### src/rtl/abs_pkg.sv
package abs_pkg;

    localparam int HALF_W = 16;
    localparam int CNT_W  = 4;

    typedef struct packed {
        logic [3:0] wr_time;
        logic [3:0] rd_time;
        logic [1:0] hold;
        logic [1:0] setup;
        logic [1:0] gap;
        logic       rdy_pol;
        logic       rdy_en;
    } bank_timing_t;

    typedef enum logic [2:0] {
        ST_IDLE,
        ST_GAP,
        ST_SETUP,
        ST_ACCESS,
        ST_RDYWAIT,
        ST_HOLD,
        ST_DONE
    } seq_state_t;

    // 2-bit code where 0 stands for four cycles
    function automatic logic [CNT_W-1:0] wrap4_len(input logic [1:0] code);
        return (code == 2'd0) ? CNT_W'(4) : CNT_W'(code);
    endfunction

    // 4-bit access code where 0 is promoted to one cycle
    function automatic logic [CNT_W-1:0] access_len(input logic [3:0] code);
        return (code == 4'd0) ? CNT_W'(1) : CNT_W'(code);
    endfunction

endpackage

### src/rtl/abs_cfg_reg.sv
module abs_cfg_reg #(
    parameter int          W         = 32,
    parameter logic [W-1:0] RESET_VAL = '0
) (
    input  logic         clk,
    input  logic         rst_n,
    input  logic         we,
    input  logic [W-1:0] wdata,
    output logic [W-1:0] q
);
    always_ff @(posedge clk) begin
        if (!rst_n)
            q <= RESET_VAL;
        else if (we)
            q <= wdata;
    end
endmodule

### src/rtl/abs_bank_sel.sv
module abs_bank_sel
    import abs_pkg::*;
#(
    parameter int NUM_BANKS = 2,
    parameter int BANK_W    = 1
) (
    input  logic [NUM_BANKS*HALF_W-1:0] word,
    input  logic [BANK_W-1:0]           bank,
    output bank_timing_t                sel
);
    bank_timing_t halves [NUM_BANKS];

    for (genvar b = 0; b < NUM_BANKS; b++) begin : g_half
        assign halves[b] = bank_timing_t'(word[b*HALF_W +: HALF_W]);
    end

    always_comb begin
        sel = halves[0];
        for (int b = 0; b < NUM_BANKS; b++) begin
            if (BANK_W'(b) == bank)
                sel = halves[b];
        end
    end
endmodule

### src/rtl/abs_phase_cnt.sv
module abs_phase_cnt #(
    parameter int W = 4
) (
    input  logic         clk,
    input  logic         rst_n,
    input  logic         load,
    input  logic [W-1:0] load_val,
    output logic         zero
);
    logic [W-1:0] cnt_q;

    always_ff @(posedge clk) begin
        if (!rst_n)
            cnt_q <= '0;
        else if (load)
            cnt_q <= load_val;
        else if (cnt_q != '0)
            cnt_q <= cnt_q - W'(1);
    end

    assign zero = (cnt_q == '0);
endmodule

### src/rtl/async_bank_seq.sv
module async_bank_seq
    import abs_pkg::*;
#(
    parameter int              NUM_BANKS  = 2,
    parameter logic [HALF_W-1:0] HALF_RESET = 16'hFFC2,
    localparam int             BANK_W     = (NUM_BANKS > 1) ? $clog2(NUM_BANKS) : 1,
    localparam int             CFG_W      = NUM_BANKS * HALF_W
) (
    input  logic              clk,
    input  logic              rst_n,
    input  logic              cfg_we,
    input  logic [CFG_W-1:0]  cfg_wdata,
    output logic [CFG_W-1:0]  cfg_rdata,
    input  logic              req_valid,
    input  logic              req_write,
    input  logic [BANK_W-1:0] req_bank,
    output logic              req_ready,
    input  logic              mem_ardy,
    output logic              mem_oe,
    output logic              mem_rd,
    output logic              mem_wr,
    output logic              done
);
    localparam logic [CFG_W-1:0] CFG_RESET = {NUM_BANKS{HALF_RESET}};

    seq_state_t   state_q, state_d;
    bank_timing_t live_tim, tim_q;
    logic         wr_q;
    logic         last_rd_q;
    logic [BANK_W-1:0] last_bank_q;
    logic [1:0]   last_gap_q;

    logic             cnt_load, cnt_zero;
    logic [CNT_W-1:0] cnt_val;
    logic             accept, need_gap, rdy_ok;

    abs_cfg_reg #(.W(CFG_W), .RESET_VAL(CFG_RESET)) u_cfg (
        .clk   (clk),
        .rst_n (rst_n),
        .we    (cfg_we),
        .wdata (cfg_wdata),
        .q     (cfg_rdata)
    );

    abs_bank_sel #(.NUM_BANKS(NUM_BANKS), .BANK_W(BANK_W)) u_sel (
        .word (cfg_rdata),
        .bank (req_bank),
        .sel  (live_tim)
    );

    abs_phase_cnt #(.W(CNT_W)) u_cnt (
        .clk      (clk),
        .rst_n    (rst_n),
        .load     (cnt_load),
        .load_val (cnt_val),
        .zero     (cnt_zero)
    );

    assign accept   = (state_q == ST_IDLE) && req_valid;
    assign need_gap = last_rd_q &&
                      (req_write ? (req_bank == last_bank_q) : (req_bank != last_bank_q));
    assign rdy_ok   = !tim_q.rdy_en || (mem_ardy == tim_q.rdy_pol);

    // State register
    always_ff @(posedge clk) begin
        if (!rst_n)
            state_q <= ST_IDLE;
        else
            state_q <= state_d;
    end

    // Snapshot of the accepted request and turnaround history
    always_ff @(posedge clk) begin
        if (!rst_n) begin
            tim_q       <= bank_timing_t'(HALF_RESET);
            wr_q        <= 1'b0;
            last_rd_q   <= 1'b0;
            last_bank_q <= '0;
            last_gap_q  <= 2'd0;
        end else if (accept) begin
            tim_q       <= live_tim;
            wr_q        <= req_write;
            last_rd_q   <= !req_write;
            last_bank_q <= req_bank;
            last_gap_q  <= live_tim.gap;
        end
    end

    // Next state and phase counter loading
    always_comb begin
        state_d  = state_q;
        cnt_load = 1'b0;
        cnt_val  = '0;
        unique case (state_q)
            ST_IDLE: begin
                if (req_valid) begin
                    cnt_load = 1'b1;
                    if (need_gap) begin
                        state_d = ST_GAP;
                        cnt_val = wrap4_len(last_gap_q) - CNT_W'(1);
                    end else begin
                        state_d = ST_SETUP;
                        cnt_val = wrap4_len(live_tim.setup) - CNT_W'(1);
                    end
                end
            end
            ST_GAP: begin
                if (cnt_zero) begin
                    state_d  = ST_SETUP;
                    cnt_load = 1'b1;
                    cnt_val  = wrap4_len(tim_q.setup) - CNT_W'(1);
                end
            end
            ST_SETUP: begin
                if (cnt_zero) begin
                    state_d  = ST_ACCESS;
                    cnt_load = 1'b1;
                    cnt_val  = access_len(wr_q ? tim_q.wr_time : tim_q.rd_time) - CNT_W'(1);
                end
            end
            ST_ACCESS, ST_RDYWAIT: begin
                if (state_q == ST_RDYWAIT || cnt_zero) begin
                    if (!rdy_ok) begin
                        state_d = ST_RDYWAIT;
                    end else if (tim_q.hold == 2'd0) begin
                        state_d = ST_DONE;
                    end else begin
                        state_d  = ST_HOLD;
                        cnt_load = 1'b1;
                        cnt_val  = CNT_W'(tim_q.hold) - CNT_W'(1);
                    end
                end
            end
            ST_HOLD: begin
                if (cnt_zero)
                    state_d = ST_DONE;
            end
            ST_DONE: state_d = ST_IDLE;
            default: state_d = ST_IDLE;
        endcase
    end

    // Outputs decoded from state
    always_comb begin
        req_ready = 1'b0;
        mem_oe    = 1'b0;
        mem_rd    = 1'b0;
        mem_wr    = 1'b0;
        done      = 1'b0;
        unique case (state_q)
            ST_IDLE:  req_ready = 1'b1;
            ST_GAP:   ;
            ST_SETUP, ST_HOLD: mem_oe = 1'b1;
            ST_ACCESS, ST_RDYWAIT: begin
                mem_oe = 1'b1;
                mem_rd = !wr_q;
                mem_wr = wr_q;
            end
            ST_DONE:  done = 1'b1;
            default:  ;
        endcase
    end
endmodule

### config.mk
export PLATFORM = sky130hd
export DESIGN_NAME = async_bank_seq
export DESIGN_NICKNAME = d
export VERILOG_FILES = /design/src/rtl/abs_pkg.sv /design/src/rtl/abs_cfg_reg.sv /design/src/rtl/abs_bank_sel.sv /design/src/rtl/abs_phase_cnt.sv /design/src/rtl/async_bank_seq.sv
export SDC_FILE = /design/constraint.sdc
export NUM_CORES = 1
export LEC_CHECK = 0
export ABC_AREA = 1
export BUFFER_PORTS_ARGS = -buffer_cell sky130_fd_sc_hd__buf_2
export CAP_MARGIN = 20
export CORE_MARGIN = 3
export CORE_UTILIZATION = 45
export CTS_CLUSTER_DIAMETER = 50
export CTS_CLUSTER_SIZE = 40
export DETAILED_ROUTE_END_ITERATION = 6
export PLACE_DENSITY = 0.68
export SLEW_MARGIN = 30
export SYNTH_ARGS = -nofsm -noshare
export SYNTH_HDL_FRONTEND = slang
export SYNTH_SLANG_ARGS = --single-unit
### constraint.sdc
create_clock -name clk -period 5.6 [get_ports clk]
set_clock_uncertainty 0.2 [all_clocks]
set_input_delay 1.4 -clock clk [delete_from_list [all_inputs] [get_ports clk]]
set_output_delay 1.4 -clock clk [all_outputs]
set_load 0.03 [all_outputs]
==> impl_metrics.env <==
export IMPL_slew_viol_final=0
export IMPL_worstSetupEndpoint="mem_wr"
export IMPL_p_leak_uw=0.001692
export IMPL_path_depth=5
export IMPL_slowest_delay_ns=0.45
export IMPL_gp_congestion=0.7949
export IMPL_track_usage=0.1993
export IMPL_crit_buf_inv=2
export IMPL_combPwrFrac=0.399
export IMPL_crit_start="state_q[1]"
export IMPL_viasPerCell=5.018
export IMPL_grt_ovfl_total=0
export IMPL_fin_crit_sh=0.5637
export IMPL_peakVddDrop_v=0.0002826
export IMPL_power_internal_uw=939.8
export IMPL_grt_first_pass_wirelength_mm=11.73
export IMPL_setup_tns_ns=0
export IMPL_grt_busiest_layer="met2"
export IMPL_first_pass_iters=4
export IMPL_switchingPower_uw=661.9
export IMPL_powerDensity_nw_per_um2=466.9
export IMPL_die_area_um2=7345
export IMPL_n_fill_cell=611
export IMPL_crit_slowest_cell="dfxtp_1"
export IMPL_wl_mm=6.953
export IMPL_tightest_slew_ns=0.8520
export IMPL_hp_class="flip-flop to flip-flop"
export IMPL_cp_max_fo=6
export IMPL_wl_per_cell_um=12.64
export IMPL_num_antenna_cells=0
export IMPL_switching_share=0.4132
export IMPL_io_pins=76
export IMPL_outcome="complete, no violations"
export IMPL_initial_utilization=0.4745
export IMPL_seqPwrFrac=0.352
export IMPL_drt_iter0_drc=95
export IMPL_crit_type="flip-flop to primary output"
export IMPL_syn_nets=447
export IMPL_dp_hpwl_mm=5.007
export IMPL_via_count=2760
export IMPL_synth_area_um2=2859
export IMPL_fp_dieH_um=85.71
export IMPL_clock_latency_ns=0.34
export IMPL_yosysUniqueCellTypes=36
export IMPL_cts_max_path_buffers=2
export IMPL_clock_power_share=0.249
export IMPL_antenna_found_initial=0
export IMPL_synth_avg_cell_area_um2=7.112
export IMPL_cp_arrival_ns=1.56
export IMPL_final_cells=550
export IMPL_htree_levels=3
export IMPL_grt_met3_usage=0.06436
export IMPL_crit_path_start_kind="flip-flop"
export IMPL_cts_buffers=9
export IMPL_portBuffers=75
export IMPL_synth_most_common_cell="nand2_1"
export IMPL_rr_startpoint="wr_q"
export IMPL_worstPathRequired_ns=4.00
export IMPL_seqCellArea_um2=1161
export IMPL_final_nets=515
export IMPL_fmax_mhz=316.8
export IMPL_cts_root_buf="clkbuf_8"
export IMPL_worst_setup_path_end_kind="primary output"
export IMPL_ant_nets=0
export IMPL_die_w_um=85.71
export IMPL_max_slew_margin_rel=0.4320
export IMPL_post_cts_buffers=0
export IMPL_cp_top_family="flip-flops"
export IMPL_multi_input_area_um2=1453
export IMPL_worst_r2r_cell_count=10
export IMPL_r2r_slack_ns=3.50
export IMPL_max_cap_violations=0
export IMPL_grtUsageMet2=0.2917
export IMPL_clk_pin_slew_ns=0.06
export IMPL_hold_buffers=0
export IMPL_cts_tree="built"
export IMPL_remaining_drc_errors=0
export IMPL_timing_rr_end="u_cnt.cnt_q[1]"
export IMPL_synthCells=402
export IMPL_place_inst=534
export IMPL_ctsResizeCount=0
export IMPL_gr_usage_met1=0.2776
export IMPL_grt_pass1_vias=2526
export IMPL_synthTopCellsByCount="nand2_1, dfxtp_1, nor2_1, nand3_1, inv_1"
export IMPL_grt_max_degree=50
export IMPL_async_flop_share=0
export IMPL_yosys_area_top_type="dfxtp_1"
export IMPL_synth_flop_cell="dfxtp_1"
export IMPL_finalCriticalPeriod_ns=3.157
export IMPL_ys_ff_latch=58
export IMPL_layout_drive_gt1_share=0.2379
export IMPL_setup_viol=0
export IMPL_synthTopCellsByArea="dfxtp_1, nand2_1, nor2_1, nand3_1, o21ai_0"
export IMPL_hold_violations=0
export IMPL_area_growth_syn_to_layout_pct=20.00
export IMPL_synth_top_area_frac=0.4061
export IMPL_crit_chain="nand2_1, o21ai_4, inv_1, nor2_1, buf_2"
export IMPL_cts_sinks=58
export IMPL_row_count=28
export IMPL_core_area_um2=6026
export IMPL_synth_seq_area_share=0.4061
export IMPL_rsz0062_at_grt="false"
export IMPL_yosys_warnings=0
export IMPL_synth_edf_count=0
[worst register-to-register path: cells and delay by family, from the launching register on]
family          cells  cell delay, ns
flops               1            0.44
compound gates      4            0.70
simple gates        3            0.23
buf+inv             2            0.23
fa+ha+maj           1            0.22
[registers in the layout (all words and copies together) (netlist names)]
| register | cells |
|---|---|
| last_rd_q | 1 |
| state_q | 3 |
| u_cfg.q | 32 |
| wr_q | 1 |
| tim_q | 14 |
| last_bank_q | 1 |
| u_cnt.cnt_q | 4 |
| last_gap_q | 2 |
[stage by stage]
stage / power, µW / setup WS (ns) / cell area, µm² / util / hold slack (ns)
floorplan: 1074 / 2.792 / 2859 / - / 0.2365
CTS: 1612 / 2.422 / 3431 / 0.5694 / 0.2767
detailed placement: 1210 / 2.160 / 3226 / 0.5353 / 0.2610
global route: 1727 / 2.190 / 3431 / 0.5694 / 0.3019
global placement: 1199 / 2.224 / 3226 / 0.5353 / 0.2512
finish: 1602 / 2.443 / 3431 / 0.5694 / 0.2720
[routing by layer]
layer / share of wire / vias to the layer above / routed length, µm
li1: - / 1445 / -
met1: 0.49 / 1232 / 3441
met2: 0.43 / 77 / 2979
met3: 0.065 / 6 / 452
met4: 0.012 / 0 / 80
met5: 0 / - / 0
[placed cells by master, fill, tap and decap left out, drive strengths merged]
| cell | count |
|---|---|
| a211oi | 1 |
| a21oi | 14 |
| a22oi | 1 |
| a31oi | 4 |
| and2 | 1 |
| buf | 75 |
| bufinv | 1 |
| clkbuf | 12 |
| clkinv | 2 |
| clkinvlp | 2 |
| dfxtp | 58 |
| ha | 6 |
| inv | 37 |
| nand2 | 110 |
| nand3 | 38 |
| nand3b | 2 |
| nor2 | 59 |
| nor3 | 2 |
| o211ai | 7 |
| o21ai | 28 |
| o21bai | 1 |
| o22ai | 1 |
| o311ai | 8 |
| or2 | 2 |
| xor2 | 3 |
[worst min-delay path by stage]
stage | depth (start not counted) | slack, ns | to | start
after floorplan | 2 | 0.24 | tim_q[8] | tim_q[8]
after global placement | 2 | 0.25 | tim_q[8] | tim_q[8]
after detailed placement | 2 | 0.26 | tim_q[8] | tim_q[8]
after CTS | 2 | 0.28 | tim_q[8] | tim_q[8]
after global routing | 2 | 0.30 | tim_q[12] | tim_q[12]
final | 2 | 0.27 | tim_q[8] | tim_q[8]
[area by class of cell]
class | instances | share of cell area
Timing Repair Buffer | 75 | 0.1094
Clock inverter | 4 | 0.01459
Tap cell | 75 | 0.02735
Multi-Input combinational cell | 288 | 0.4234
Sequential cell | 58 | 0.3384
Inverter | 38 | 0.04158
Clock buffer | 12 | 0.04522
[cell families after synthesis]
logic type               after synthesis  synth area share
AO/OA/AOI/OAI                         65            0.1523
XOR/XNOR                               3          0.009192
adder cells (fa/ha/maj)                6           0.02626
buffers and inverters                 56           0.08577
flip-flops                            58            0.4061
AND/OR/NAND/NOR                      214            0.3204
[power by group through the flow]
| stage | logic (µW) | registers, µW | clock network, µW |
|---|---|---|---|
| after floorplan | 488 | 586 | 0 |
| after global placement | 627 | 572 | 0 |
| after detailed placement | 637 | 573 | 0 |
| after CTS | 641 | 564 | 407 |
| after global routing | 728 | 576 | 424 |
| final | 639 | 564 | 399 |
(Power assumes the default switching activity.)
